$ cat config.mk
export PLATFORM = sky130hd
export DESIGN_NAME = dbgp_ctrl_reg
export DESIGN_NICKNAME = d
export VERILOG_FILES = /design/src/rtl/dbgp_pkg.sv /design/src/rtl/dbgp_enable_ctl.sv /design/src/rtl/dbgp_req_fsm.sv /design/src/rtl/dbgp_status_cap.sv /design/src/rtl/dbgp_ctrl_reg.sv
export SDC_FILE = /design/constraint.sdc
export NUM_CORES = 1
export LEC_CHECK = 0
export ABC_AREA = 0
export CORE_MARGIN = 5
export CORE_UTILIZATION = 44
export DETAILED_ROUTE_END_ITERATION = 8
export DONT_BUFFER_PORTS = 1
export PLACE_DENSITY_LB_ADDON = 0.2
export SETUP_SLACK_MARGIN = 0.1
export SLEW_MARGIN = 20
export SYNTH_ARGS = -nofsm -noshare
export SYNTH_HDL_FRONTEND = slang
export SYNTH_SLANG_ARGS = --single-unit
$ cat constraint.sdc
create_clock -name clk -period 2.9 [get_ports clk]
set_clock_uncertainty 0.05 [all_clocks]
set_input_delay 0.725 -clock clk [delete_from_list [all_inputs] [get_ports clk]]
set_output_delay 0.725 -clock clk [all_outputs]
set_load 0.005 [all_outputs]
$ cat src/rtl/dbgp_pkg.sv
`timescale 1ns/1ps
package dbgp_pkg;
  localparam int REG_W     = 32;
  localparam int EN_BIT    = 28;
  localparam int DONE_BIT  = 16;
  localparam int LINK_LSB  = 12;
  localparam int LINK_W    = 4;
  localparam int CLAIM_BIT = 10;
  localparam int EXC_LSB   = 7;
  localparam int EXC_W     = 3;
  localparam int ERR_BIT   = 6;
  localparam int GO_BIT    = 5;
  localparam int DIR_BIT   = 4;
  localparam int KIND_W    = 2;

  localparam logic [EXC_W-1:0]  EXC_NONE = 3'b000;
  localparam logic [EXC_W-1:0]  EXC_HW   = 3'b010;
  localparam logic [LINK_W-1:0] LINK_DBG = 4'h0;

  typedef enum logic [1:0] {
    REQ_IDLE  = 2'd0,
    REQ_ISSUE = 2'd1,
    REQ_WAIT  = 2'd2,
    REQ_FAIL  = 2'd3
  } req_state_e;
endpackage

$ cat src/rtl/dbgp_enable_ctl.sv
`timescale 1ns/1ps
module dbgp_enable_ctl (
  input  logic clk,
  input  logic rst_n,
  input  logic wr_en,
  input  logic wr_val,
  input  logic port_enabled,
  input  logic port_en_change,
  output logic en_q
);
  always_ff @(posedge clk) begin
    if (!rst_n) begin
      en_q <= 1'b0;
    end else if (port_en_change) begin
      en_q <= 1'b0;
    end else if (wr_en) begin
      if (!wr_val)
        en_q <= 1'b0;
      else if (port_enabled)
        en_q <= 1'b1;
    end
  end
endmodule

$ cat src/rtl/dbgp_req_fsm.sv
`timescale 1ns/1ps
module dbgp_req_fsm
  import dbgp_pkg::*;
(
  input  logic clk,
  input  logic rst_n,
  input  logic go_wr,
  input  logic dir_in,
  input  logic blocked,
  input  logic eng_done,
  output logic eng_start,
  output logic eng_write,
  output logic busy,
  output logic cpl_ok,
  output logic cpl_fail
);
  req_state_e state_q, state_d;
  logic       dir_q;
  logic       accept;

  assign accept = go_wr && (state_q == REQ_IDLE);

  always_comb begin
    state_d = state_q;
    case (state_q)
      REQ_IDLE:  if (go_wr) state_d = blocked ? REQ_FAIL : REQ_ISSUE;
      REQ_ISSUE: state_d = REQ_WAIT;
      REQ_WAIT:  if (eng_done) state_d = REQ_IDLE;
      REQ_FAIL:  state_d = REQ_IDLE;
      default:   state_d = REQ_IDLE;
    endcase
  end

  always_ff @(posedge clk) begin
    if (!rst_n) begin
      state_q <= REQ_IDLE;
      dir_q   <= 1'b0;
    end else begin
      state_q <= state_d;
      if (accept) dir_q <= dir_in;
    end
  end

  assign eng_start = (state_q == REQ_ISSUE);
  assign eng_write = dir_q;
  assign busy      = (state_q != REQ_IDLE);
  assign cpl_ok    = (state_q == REQ_WAIT) && eng_done;
  assign cpl_fail  = (state_q == REQ_FAIL);
endmodule

$ cat src/rtl/dbgp_status_cap.sv
`timescale 1ns/1ps
module dbgp_status_cap
  import dbgp_pkg::*;
#(
  parameter int KW = KIND_W,
  parameter int XW = EXC_W
) (
  input  logic          clk,
  input  logic          rst_n,
  input  logic          cpl_ok,
  input  logic          cpl_fail,
  input  logic          eng_err,
  input  logic [KW-1:0] eng_err_kind,
  input  logic          done_clr,
  output logic          done_q,
  output logic          err_q,
  output logic [XW-1:0] exc_q
);
  localparam int PAD_W = XW - KW;

  logic [XW-1:0] kind_ext;

  generate
    if (PAD_W > 0) begin : g_pad
      assign kind_ext = {{PAD_W{1'b0}}, eng_err_kind};
    end else begin : g_nopad
      assign kind_ext = eng_err_kind[XW-1:0];
    end
  endgenerate

  always_ff @(posedge clk) begin
    if (!rst_n) begin
      done_q <= 1'b0;
      err_q  <= 1'b0;
      exc_q  <= EXC_NONE;
    end else begin
      if (cpl_ok || cpl_fail)
        done_q <= 1'b1;
      else if (done_clr)
        done_q <= 1'b0;

      if (cpl_fail) begin
        err_q <= 1'b1;
        exc_q <= EXC_HW;
      end else if (cpl_ok) begin
        err_q <= eng_err;
        exc_q <= eng_err ? kind_ext : EXC_NONE;
      end
    end
  end
endmodule

$ cat src/rtl/dbgp_ctrl_reg.sv
`timescale 1ns/1ps
module dbgp_ctrl_reg
  import dbgp_pkg::*;
(
  input  logic              clk,
  input  logic              rst_n,
  input  logic              reg_we,
  input  logic [REG_W-1:0]  reg_wdata,
  output logic [REG_W-1:0]  reg_rdata,
  input  logic              port_enabled,
  input  logic              port_en_change,
  input  logic              port_suspended,
  input  logic              port_in_reset,
  output logic              eng_start,
  output logic              eng_write,
  input  logic              eng_done,
  input  logic              eng_err,
  input  logic [KIND_W-1:0] eng_err_kind
);
  logic             en_q, claim_q, dir_q;
  logic             busy, cpl_ok, cpl_fail;
  logic             done_q, err_q;
  logic [EXC_W-1:0] exc_q;
  logic             unused_wbits;

  assign unused_wbits = ^{reg_wdata[31:29], reg_wdata[27:17],
                          reg_wdata[15:11], reg_wdata[9:6], reg_wdata[3:0]};

  dbgp_enable_ctl u_en (
    .clk            (clk),
    .rst_n          (rst_n),
    .wr_en          (reg_we),
    .wr_val         (reg_wdata[EN_BIT]),
    .port_enabled   (port_enabled),
    .port_en_change (port_en_change),
    .en_q           (en_q)
  );

  dbgp_req_fsm u_req (
    .clk       (clk),
    .rst_n     (rst_n),
    .go_wr     (reg_we && reg_wdata[GO_BIT]),
    .dir_in    (reg_wdata[DIR_BIT]),
    .blocked   (port_suspended || port_in_reset),
    .eng_done  (eng_done),
    .eng_start (eng_start),
    .eng_write (eng_write),
    .busy      (busy),
    .cpl_ok    (cpl_ok),
    .cpl_fail  (cpl_fail)
  );

  dbgp_status_cap #(.KW(KIND_W), .XW(EXC_W)) u_sts (
    .clk          (clk),
    .rst_n        (rst_n),
    .cpl_ok       (cpl_ok),
    .cpl_fail     (cpl_fail),
    .eng_err      (eng_err),
    .eng_err_kind (eng_err_kind),
    .done_clr     (reg_we && reg_wdata[DONE_BIT]),
    .done_q       (done_q),
    .err_q        (err_q),
    .exc_q        (exc_q)
  );

  always_ff @(posedge clk) begin
    if (!rst_n) begin
      claim_q <= 1'b0;
      dir_q   <= 1'b0;
    end else if (reg_we) begin
      claim_q <= reg_wdata[CLAIM_BIT];
      dir_q   <= reg_wdata[DIR_BIT];
    end
  end

  always_comb begin
    reg_rdata                           = '0;
    reg_rdata[EN_BIT]                   = en_q;
    reg_rdata[DONE_BIT]                 = done_q;
    reg_rdata[LINK_LSB +: LINK_W]       = LINK_DBG;
    reg_rdata[CLAIM_BIT]                = claim_q;
    reg_rdata[EXC_LSB +: EXC_W]         = exc_q;
    reg_rdata[ERR_BIT]                  = err_q;
    reg_rdata[GO_BIT]                   = busy;
    reg_rdata[DIR_BIT]                  = dir_q;
  end
endmodule

Yosys cells after proc, flatten, opt, wreduce, memory -nomap -nowiden
Cells that the tools add are included.
- bits in registers: 10
- input port bits: 43
- output and inout port bits: 34
- logic and storage cells: 43
- equal/unequal tests: 6
- multiplexer cells: 13
- bitwise operators: 1
- reduce and logical (&&, ||, !) cells: 14
- operators with widths (kind ; count):
    two-way mux 2 bit ; 6
    case mux 2 bit (4 select lines) ; 1
    two-way mux 1 bit ; 6
    nonzero test 2 bit ; 3
    == test 2 bit (second input constant) ; 2
    logical AND 1 bit ; 4
    != test 2 x 1 -> 1 bit (second input constant) ; 2
    AND reduction 2 bit ; 2
    OR reduction 2 bit ; 2
    == test 2 x 1 -> 1 bit (second input constant) ; 1
    zero test 2 bit ; 1
    logical OR 1 bit ; 2
    != test 2 bit (second input constant) ; 1
    inverter 1 bit ; 1

Logic depth before layout (Yosys ltp)
- depth after elaboration: 4
- mapped depth: 4
- gate-level depth less buffers: 3

Modules after synthesis
Synthesis repeated with hierarchy kept, for this count alone.
- cell total of the unflattened synthesis: 76
- area total of the unflattened synthesis: 695.7 sq um
- by module, submodules not included (module ; instances ; cells each ; area each (sq um) ; seq. area each (sq um)):
    dbgp_ctrl_reg ; 1 ; 39 ; 315.3 ; 40.0
    dbgp_status_cap ; 1 ; 17 ; 172.7 ; 80.1
    dbgp_req_fsm ; 1 ; 16 ; 153.9 ; 60.1
    dbgp_enable_ctl ; 1 ; 4 ; 53.8 ; 20.0

Worst setup path after synthesis
No wires, ideal clock.
- kind: register to output
- start point: register u_req.state_q[0]
- end point: output reg_rdata[5]
- arrival: 0.815 ns
- required time: 2.125 ns
- path slack: 1.310 ns
- cell stages (with the launch flop): 4
- buffers on the path: 2
- path through: dfxtp_1 -> buf_6 -> or2_2 -> buf_4
- word-level cells in the longest chain between the ends: 1
- RTL lines (what ; line ; RTL):
    from (decl) ; dbgp_req_fsm.sv:17 ; req_state_e state_q, state_d;
    from (signal assigned) ; dbgp_req_fsm.sv:39 ; state_q <= state_d;
    nonzero test 2 bit ; dbgp_req_fsm.sv:46 ; assign busy = (state_q != REQ_IDLE);
    to (decl) ; dbgp_ctrl_reg.sv:9 ; output logic [REG_W-1:0] reg_rdata,
No other way between the ends.

Final worst setup path
- start point: register u_req.state_q[0]
- end point: output eng_start
- word-level cells in the longest chain between the ends: 1
- RTL lines (what ; line ; RTL):
    == test 2 x 1 -> 1 bit ; dbgp_req_fsm.sv:44 ; assign eng_start = (state_q == REQ_ISSUE);
    to (decl) ; dbgp_ctrl_reg.sv:14 ; output logic eng_start,
No other way between the ends.

==> flow_metrics.tcl <==
set metrics [dict create \
    p_leak_nw 0.242 \
    criticalPathCategory "reg -> out" \
    syn2layout_area_growth_pct -17.9 \
    postCtsHoldBufs 0 \
    ios 77 \
    timing.final.max_slew_violations 0 \
    nets 117 \
    clk_pin_slew_ns 0.07 \
    die_x_um 49.0 \
    synth_async_sr_flop_share 0 \
    grt_pass1_wl_um 1620 \
    critPathMaxStageDelay_ns 0.49 \
    start_util 0.456 \
    p_clk_frac 0.350 \
    layout_common_cells "conb_1, dfxtp_1, nor3_1" \
    total_power_uw 273 \
    cts.htree.levels 1 \
    cts_tree "yes" \
    grt_start_max_net_pins 13 \
    arrival_ns 1.02 \
    post_cts_buffers 0 \
    syn_area_per_cell_um2 8.49 \
    cp_data_required_time_ns 2.12 \
    timing.final.crit_share 0.621 \
    grt-ovfl-total 0 \
    n_fill_cell 162 \
    die-area_mm2 0.00240 \
    antenna_found_initial 0 \
    syn-cell-area_um2 671 \
    synth_edf_count 0 \
    coreArea_mm2 0.00147 \
    multi_input_area_um2 304 \
    finalSetupViolCount 0 \
    crit_path_max_fanout 10 \
    place_congestion 0.636 \
    hold_class "reg -> reg" \
    status "finished, final reports clean" \
    worstSkewPairLatency_ns 0.26 \
    cts_buffers 3 \
    cap_violations 0 \
    pwr-share-comb 0.095 \
    finalHoldViolCount 0 \
    final_util 0.374 \
    internal_power_uw 203 \
    die_h_um 49.0 \
    grt_pass1_vias 363 \
    viasPerCell 4.48 \
    start_kind "flop" \
    grt.total_usage 0.0858 \
    clockRootBuffer "clkbuf_4" \
    fmax_mhz 556 \
    worst_path_max_delay_cell "dfxtp_1" \
    seq_area_frac_synth 0.299 \
    power_switching_uw 69.9 \
    ys_warn_count 0 \
    period_needed_ns 1.80 \
    synth_cell_types 24 \
    cp_top_family "flip-flops" \
    powerDensity_mw_per_mm2 495 \
    drc 0 \
    wl_um 1090 \
    seq_power_share 0.555 \
    rows 14 \
    mostFrequentLayoutCell "conb_1" \
    critPathBufInv 0 \
    synthCells 79 \
    vias 394 \
    regArea_um2 200 \
    cts_sinks 10 \
    worst_hold_slack_ns 0.429 \
    switching_share 0.257 \
    antenna-diode-count 0 \
    cts_resized 0 \
    io_buffers 0 \
    cp_cell_sequence "nor2b_1" \
    finalSetupTns_ns 0 \
    ir_drop_mv 0.123 \
    cts.path.max_buffers 2 \
    endpoint_kind "output port" \
    dp_hpwl_um 904 \
    rsz0062_at_grt "no" \
    drive_gt1_frac 0.0694 \
    drtIter0Drc 2 \
    synth_top_flop_cell "dfxtp_1" \
    drtPass1Iterations 3 \
    ys_seq_elements 10 \
    routedWlPerCell_um 12.3 \
    ant_nets 0 \
]
## per-layer routing
metal | up-vias | track usage | routed length (um)
li1 | 198 | - | -
met1 | 171 | 0.0919 | 384
met2 | 23 | 0.128 | 533
met3 | 2 | 0.0398 | 154
met4 | 0 | 0.0673 | 13
met5 | - | 0 | 0
## through the flow
stage	area [um^2]	std cells	setup slack, ns
after global routing	551	88	1.01
final	551	88	1.10
after floorplan	757	102	1.31
after detailed placement	528	85	1.37
after global placement	528	85	1.37
after CTS	551	88	1.09
## synth_stat cells (2+ instances only)
library cell	number	area, um^2
mux2i_1	2	20.0
nor3_1	5	25.0
nand3_1	2	10.0
o21ai_0	3	15.0
o21ai_1	2	10.0
nor2b_1	4	25.0
a21oi_1	2	10.0
dfxtp_1	10	200
buf_4	31	233
nand2_1	4	15.0
## power by group through the flow
stage,registers (mW),logic [mW],clock network (mW)
2_1_floorplan,0.151,0.0592,0
3_3_place_gp,0.154,0.0250,0
3_5_place_dp,0.155,0.0253,0
4_1_cts,0.151,0.0253,0.0980
5_1_grt,0.153,0.0306,0.103
6_report,0.151,0.0260,0.0954
## cell families after synthesis
family / share of synthesized area
compound gates: 0.0989
buf+inv: 0.377
flops: 0.299
mux: 0.0299
other cells: 0.00559
simple gates: 0.190
## layout make-up
cell class                 instances  share of cell area
inverter                           1             0.00682
multi-input combinational         58               0.552
tap                               16              0.0364
clock buffer                       3              0.0409
sequential                        10               0.364
## final timing paths
kind,start,to,slack (ns),cells after the start
max,u_req.state_q[0],eng_start,1.10,1
min,u_req.eng_write,u_req.eng_write,0.43,2
max reg2reg,u_req.state_q[1],u_sts.exc_q[1],1.81,3
min reg2reg,u_req.eng_write,u_req.eng_write,0.43,2
## registers in the layout (all words and copies together) (netlist names)
name             flops
u_sts.exc_q          2
u_sts.err_q          1
u_en.en_q            1
claim_q              1
dir_q                1
u_req.state_q        2
u_req.eng_write      1
u_sts.done_q         1
No activity file was read; power rests on OpenSTA's default activity.
